--- src/rtl/phy_port_pkg.sv ---
package phy_port_pkg;
  localparam int unsigned DATA_W       = 16;
  localparam int unsigned NUM_STRB     = 4;
  localparam int unsigned STRB_LSB     = 16;
  localparam int unsigned ACK_BIT      = 16;
  localparam int unsigned CTRL_W       = 32;

  // op index equals strobe offset above STRB_LSB
  typedef enum logic [1:0] {
    OP_CAP_ADDR = 2'd0,
    OP_CAP_DATA = 2'd1,
    OP_WRITE    = 2'd2,
    OP_READ     = 2'd3
  } phy_op_e;

  typedef enum logic [1:0] {
    ST_IDLE,
    ST_DELAY,
    ST_ACK,
    ST_IGNORE
  } hs_state_e;
endpackage

--- src/rtl/phy_strobe_in.sv ---
module phy_strobe_in
  import phy_port_pkg::*;
(
  input  logic                clk_i,
  input  logic                rst_ni,
  input  logic [CTRL_W-1:0]   ctrl_i,
  output logic [NUM_STRB-1:0] strb_o,
  output logic [DATA_W-1:0]   data_o,
  output logic                single_o,
  output logic                multi_o,
  output phy_op_e             op_o
);
  logic [NUM_STRB-1:0] strb_q;
  logic [DATA_W-1:0]   data_q;

  always_ff @(posedge clk_i or negedge rst_ni) begin
    if (!rst_ni) begin
      strb_q <= '0;
      data_q <= '0;
    end else begin
      strb_q <= ctrl_i[STRB_LSB +: NUM_STRB];
      data_q <= ctrl_i[DATA_W-1:0];
    end
  end

  always_comb begin
    op_o = OP_CAP_ADDR;
    for (int i = 0; i < NUM_STRB; i++) begin
      if (strb_q[i]) op_o = phy_op_e'(i);
    end
  end

  assign single_o = (strb_q != '0) && ((strb_q & (strb_q - 1'b1)) == '0);
  assign multi_o  = (strb_q != '0) && !single_o;
  assign strb_o   = strb_q;
  assign data_o   = data_q;
endmodule

--- src/rtl/phy_hs_fsm.sv ---
module phy_hs_fsm
  import phy_port_pkg::*;
#(
  parameter int unsigned ACK_DLY = 3
) (
  input  logic                clk_i,
  input  logic                rst_ni,
  input  logic [NUM_STRB-1:0] strb_i,
  input  logic [DATA_W-1:0]   data_i,
  input  logic                single_i,
  input  logic                multi_i,
  input  phy_op_e             op_i,
  output logic                ack_o,
  output logic                commit_o,
  output phy_op_e             commit_op_o,
  output logic [DATA_W-1:0]   commit_data_o
);
  localparam int unsigned CNT_W = (ACK_DLY < 2) ? 1 : $clog2(ACK_DLY);
  localparam logic [CNT_W-1:0] CNT_LAST = CNT_W'(ACK_DLY - 1);

  hs_state_e           state_q, state_d;
  logic [CNT_W-1:0]    cnt_q;
  logic [NUM_STRB-1:0] pat_q;
  phy_op_e             op_q;
  logic [DATA_W-1:0]   data_q;
  logic                take;

  assign take = (state_q == ST_IDLE) && single_i;

  always_comb begin
    state_d  = state_q;
    commit_o = 1'b0;
    unique case (state_q)
      ST_IDLE: begin
        if (single_i)     state_d = ST_DELAY;
        else if (multi_i) state_d = ST_IGNORE;
      end
      ST_DELAY: begin
        if (strb_i == '0)          state_d = ST_IDLE;
        else if (strb_i != pat_q)  state_d = ST_IGNORE;
        else if (cnt_q == CNT_LAST) begin
          state_d  = ST_ACK;
          commit_o = 1'b1;
        end
      end
      ST_ACK, ST_IGNORE: begin
        if (strb_i == '0) state_d = ST_IDLE;
      end
      default: state_d = ST_IDLE;
    endcase
  end

  always_ff @(posedge clk_i or negedge rst_ni) begin
    if (!rst_ni) begin
      state_q <= ST_IDLE;
      cnt_q   <= '0;
      pat_q   <= '0;
      op_q    <= OP_CAP_ADDR;
      data_q  <= '0;
    end else begin
      state_q <= state_d;
      if (take) begin
        cnt_q  <= '0;
        pat_q  <= strb_i;
        op_q   <= op_i;
        data_q <= data_i;
      end else if (state_q == ST_DELAY && cnt_q != CNT_LAST) begin
        cnt_q <= cnt_q + 1'b1;
      end
    end
  end

  assign ack_o         = (state_q == ST_ACK);
  assign commit_op_o   = op_q;
  assign commit_data_o = data_q;
endmodule

--- src/rtl/phy_regfile.sv ---
module phy_regfile
  import phy_port_pkg::*;
#(
  parameter int unsigned NUM_REGS = 16
) (
  input  logic              clk_i,
  input  logic              rst_ni,
  input  logic              commit_i,
  input  phy_op_e           op_i,
  input  logic [DATA_W-1:0] data_i,
  output logic [DATA_W-1:0] rdata_o
);
  localparam int unsigned IDX_W = (NUM_REGS < 2) ? 1 : $clog2(NUM_REGS);

  logic [DATA_W-1:0] addr_q;
  logic [DATA_W-1:0] wdata_q;
  logic [DATA_W-1:0] rdata_q;
  logic [DATA_W-1:0] mem_q [NUM_REGS];
  logic              in_range;
  logic [IDX_W-1:0]  idx;

  assign in_range = 32'(addr_q) < NUM_REGS;
  assign idx      = addr_q[IDX_W-1:0];

  always_ff @(posedge clk_i or negedge rst_ni) begin
    if (!rst_ni) begin
      addr_q  <= '0;
      wdata_q <= '0;
      rdata_q <= '0;
    end else if (commit_i) begin
      unique case (op_i)
        OP_CAP_ADDR: addr_q  <= data_i;
        OP_CAP_DATA: wdata_q <= data_i;
        OP_READ:     rdata_q <= in_range ? mem_q[idx] : '0;
        default: ;
      endcase
    end
  end

  for (genvar g = 0; g < NUM_REGS; g++) begin : g_reg
    always_ff @(posedge clk_i or negedge rst_ni) begin
      if (!rst_ni) mem_q[g] <= '0;
      else if (commit_i && op_i == OP_WRITE && in_range && 32'(idx) == g)
        mem_q[g] <= wdata_q;
    end
  end

  assign rdata_o = rdata_q;
endmodule

--- src/rtl/phy_ctl_responder.sv ---
module phy_ctl_responder
  import phy_port_pkg::*;
#(
  parameter int unsigned NUM_REGS = 16,
  parameter int unsigned ACK_DLY  = 3
) (
  input  logic        clk_i,
  input  logic        rst_ni,
  input  logic [31:0] ctrl_i,
  output logic [31:0] stat_o
);
  logic [NUM_STRB-1:0] strb_q;
  logic [DATA_W-1:0]   data_q;
  logic                single, multi, ack, commit;
  phy_op_e             op, commit_op;
  logic [DATA_W-1:0]   commit_data, rdata;

  phy_strobe_in u_in (
    .clk_i, .rst_ni, .ctrl_i,
    .strb_o(strb_q), .data_o(data_q),
    .single_o(single), .multi_o(multi), .op_o(op)
  );

  phy_hs_fsm #(.ACK_DLY(ACK_DLY)) u_fsm (
    .clk_i, .rst_ni,
    .strb_i(strb_q), .data_i(data_q),
    .single_i(single), .multi_i(multi), .op_i(op),
    .ack_o(ack), .commit_o(commit),
    .commit_op_o(commit_op), .commit_data_o(commit_data)
  );

  phy_regfile #(.NUM_REGS(NUM_REGS)) u_rf (
    .clk_i, .rst_ni,
    .commit_i(commit), .op_i(commit_op), .data_i(commit_data),
    .rdata_o(rdata)
  );

  always_comb begin
    stat_o             = '0;
    stat_o[ACK_BIT]    = ack;
    stat_o[DATA_W-1:0] = ack ? rdata : '0;
  end
endmodule

--- config.mk ---
export PLATFORM = sky130hd
export DESIGN_NAME = phy_ctl_responder
export DESIGN_NICKNAME = d
export VERILOG_FILES = /design/src/rtl/phy_port_pkg.sv /design/src/rtl/phy_strobe_in.sv /design/src/rtl/phy_hs_fsm.sv /design/src/rtl/phy_regfile.sv /design/src/rtl/phy_ctl_responder.sv
export SDC_FILE = /design/constraint.sdc
export NUM_CORES = 1
export LEC_CHECK = 0
export CORE_UTILIZATION = 55
export CTS_CLUSTER_DIAMETER = 80
export DETAILED_ROUTE_END_ITERATION = 16
export PLACE_DENSITY = 0.81
export SETUP_SLACK_MARGIN = 0.5
export SYNTH_ARGS = -nofsm -noshare
export SYNTH_HDL_FRONTEND = slang
export SYNTH_SLANG_ARGS = --single-unit
--- constraint.sdc ---
create_clock -name clk_i -period 2.2 [get_ports clk_i]
set_clock_uncertainty 0.05 [all_clocks]
set_input_delay 0.44 -clock clk_i [delete_from_list [all_inputs] [get_ports clk_i]]
set_output_delay 0.44 -clock clk_i [all_outputs]
set_load 0.02 [all_outputs]
==> metrics.md <==
| Metric | Value |
|---|---|
| Gate Count Post-Synth | `974` |
| Main combinational cell family by area after synthesis | `multiplexers` |
| Placer Congestion | `a little under 0.8` |
| Post-synthesis mux area share | `33.32%` |
| Post-route ant nets | `0` |
| Core area | `28160 sq um` |
| Die height | `between 150 and 200 um` |
| Initial core utilization | `56.64%` |
| Total Routing Usage GR | `28.74%` |
| Detailed Route Iter0 Violations | `777` |
| Clock sink count | `350` |
| IO Port Bufs | `38` |
| Vias in the first global route | `a little over 10000` |
| Critical Path RT | `2.55 ns` |
| Most common cell after layout, fill and taps aside | `dfrtp_1` |
| CP peak stage delay | `0.43 ns` |
| Die area | `29690 sq um` |
| DP Area | `17800 sq um` |
| Root Driver | `clkbuf_16` |
| H-tree Lvls | `2` |
| Slew Limit Headroom | `about 51%` |
| Final nets | `between 1000 and 1500` |
| Setup TNS Final | `-26.10 ns` |
| Critical path's slowest cell | `nor4_4` |
| R2R depth | `6` |
| Total CTS buffers | `37` |
| Most common cell on crit path | `nor4_4` |
| Ports | `between 60 and 70` |
| Critical Path Fanout Max | `8` |
| Worst Setup End Kind | `flip-flop` |
| Ratio of cells with drive above 1 in the final layout | `approximately 56%` |
| CP startpoint kind | `flip-flop` |
| Maximum vdd drop | `0.6025 mV` |
| Leakage | `about 9.6 nW` |
| Via count | `9669` |
| Buf+Inv Stages, Crit Path | `2` |
| Final hold violation count | `0` |
| Power Density | `around 730 nW/um^2` |
| Avg Cell Area, Syn | `16.38 sq um` |
| Hold WS | `0.2971 ns` |
| Post-Syn Area | `15950 sq um` |
| Max-slew violations | `0` |
| Post-Synth Adder-Cell Area | `0.07843%` |
| Xor/xnor share of the synthesized area | `0.3294%` |
| Worst slew pin tran | `0.7364 ns` |
| Gr ovfl total | `0` |
| Top delay family on crit path | `simple AND/OR/NAND/NOR gates` |
| Fin crit share | `108.1%` |
| RSZ-0062 raised after global routing | `true` |
| Cell-by-cell trace of the critical path | `nor4_4 -> nand4_4 -> buf_12 -> nor4_4 -> buf_6 -> mux2_4` |
| TritonCTS clock tree | `built` |
| Finish-stage setup viols | `304` |
| Register bit total from synthesis | `350` |
| Compound-Gate Fraction of Synth Area | `about 2.6%` |
| Hold Path Class | `primary input to flip-flop` |
| Die span in x | `~170 um` |
| Status | `finished with violations` |
| DP HPWL | `approximately 22000 um` |
| Period minus WS final | `2.379 ns` |
| Initial antenna violation count | `0` |
| Worst Path Class, Setup | `flip-flop to flip-flop` |
| Clk slew on worst S/H paths | `0.07 ns` |
| Final Instance Area | `20460 sq um` |
| Routed Wire Length | `about 45000 um` |
| Seq/Total Area, Yosys | `between 50% and 60%` |
| Arrival time of the worst setup path | `2.73 ns` |
| Netlist cell types | `39` |
| Average wire per standard cell | `29.23 um` |
| Failing checks | `setup timing` |
| Via/cell ratio | `6.344` |
| Later-pin clock latency in the skew report | `0.53 ns` |
| Synth-to-layout area growth | `28.24%` |
| Max Cap Viol | `0` |
| Cell Rows | `61` |
| # fillers | `1529` |
| Core Util, Final | `between 70% and 80%` |
| Largest net degree at the start of global routing | `86` |
| Hold Path Depth | `1` |
| PnR worst setup slack | `-0.1792 ns` |
| DRT Pass-1 Iters | `5` |
| Synth Area in Simple Gates | `~5.1%` |
| Clock Path Buffers | `3` |
| Drt drc | `0` |
| Yosys warns | `0` |
| Fmax | `roughly 420 MHz` |
| Worst slack at placement | `-0.1135 ns` |
| Crit path depth | `6` |
| ANT cells | `0` |
| Commonest cells after routing, fill and taps aside | `dfrtp_1, mux2_4, mux4_2` |
| First-pass GRT wire length | `~63000 um` |
## metrics by stage
step / std cells / power (mW)
floorplan: 988 / 7.332
global placement: 1399 / 7.685
detailed placement: 1399 / 7.722
CTS: 1499 / 14.72
global route: 1524 / 15.30
finish: 1524 / 14.92
## worst paths after layout
check,start,slack [ns],endpoint
worst max-delay path,u_rf.addr_q[13],-0.18,u_rf.mem_q[250]
worst min-delay path,ctrl_i[12],0.30,u_in.data_o[12]
worst max register to register,u_rf.addr_q[13],-0.18,u_rf.mem_q[250]
worst min register to register,u_in.data_o[2],0.41,u_fsm.commit_data_o[2]
max in group asynchronous,rst_ni,0.90,u_rf.mem_q[112]
min in group asynchronous,rst_ni,0.37,u_fsm.commit_data_o[7]
## worst register-to-register path, delay by kind of cell, from the launching register on
family	cells	cell delay (ns)
DFF	1	0.41
muxes	1	0.33
and+or+nand+nor	3	1.01
buffers and inverters	2	0.45
## report_power, final
| part | leakage [nW] | total [mW] | switching, mW | internal (mW) |
|---|---|---|---|---|
| Combinational | 4.11 | 1.21 | 0.669 | 0.543 |
| Clock | 0.650 | 6.94 | 2.66 | 4.28 |
| Sequential | 4.81 | 6.76 | 0.163 | 6.60 |
## synth_stat cells (all sizes together)
| library cell | count | area share (%) |
|---|---|---|
| a211o | 1 | 0.055 |
| a22o | 16 | 0.88 |
| a22oi | 32 | 1.5 |
| and2 | 19 | 0.75 |
| buf | 55 | 2.7 |
| clkbuf | 33 | 0.78 |
| conb | 1 | 0.024 |
| dfrtp | 350 | 55 |
| ha | 1 | 0.078 |
| inv | 5 | 0.12 |
| mux2 | 308 | 24 |
| mux2i | 3 | 0.19 |
| mux4 | 64 | 9.0 |
| nand2 | 29 | 0.68 |
| nand2b | 2 | 0.078 |
| nand3 | 5 | 0.16 |
| nand3b | 1 | 0.047 |
| nand4 | 2 | 0.17 |
| nor2 | 6 | 0.14 |
| nor2b | 6 | 0.24 |
| nor3b | 1 | 0.047 |
| nor4 | 21 | 2.6 |
| o211ai | 1 | 0.047 |
| o21ai | 1 | 0.031 |
| o311a | 1 | 0.063 |
| or3 | 1 | 0.039 |
| or4 | 3 | 0.16 |
| xnor2 | 5 | 0.27 |
| xor2 | 1 | 0.055 |
## cells by family after synthesis
| kind of cell | Yosys count |
|---|---|
| muxes | 375 |
| DFF | 350 |
| and+or+nand+nor | 96 |
| buffers and inverters | 93 |
| AOI/OAI and AO/OA | 52 |
| xor gates and xnor gates | 6 |
| adders and majority gates | 1 |
| other | 1 |
## per-layer routing
metal  part of all wire, %  up-vias  global-route usage, %
met3                   6.5      151                  5.379
li1                      -     3850                      -
met4                   5.1        0                  13.35
met2                    49      468                  46.23
met5                     0        -                      0
met1                    39     5200                  37.97
## area by class of cell
class	instances	area, sq um	area share, %
repair buffers	178	2360	11.53
well taps	378	473.0	2.312
multi-input cells	546	7502	36.67
clock buffers	54	1092	5.339
flip-flops and latches	350	8763	42.84
inverters	5	18.77	0.09174
clock inverters	13	249.0	1.217
## timing repair
item | 4_1_cts | 5_1_grt
hold buffers | 1 | 0
hold endpoints to repair | 39 | 0
pin swaps | 2 | 19
setup endpoints to repair | 346 | 347
gates cloned | 7 | 9
setup buffers | 25 | 16
gates resized for setup | 168 | 92
## sequential cells by signal (all words and copies together) (netlist names)
| signal | count |
|---|---|
| u_rf.mem_q | 256 |
| u_fsm.commit_data_o | 16 |
| u_in.data_o | 16 |
| u_rf.addr_q | 16 |
| u_rf.rdata_o | 16 |
| u_rf.wdata_q | 16 |
| u_fsm.pat_q | 4 |
| u_in.strb_o | 4 |
| u_fsm.cnt_q | 2 |
| u_fsm.commit_op_o | 2 |
| u_fsm.state_q | 2 |
(Power assumes the default switching activity.)
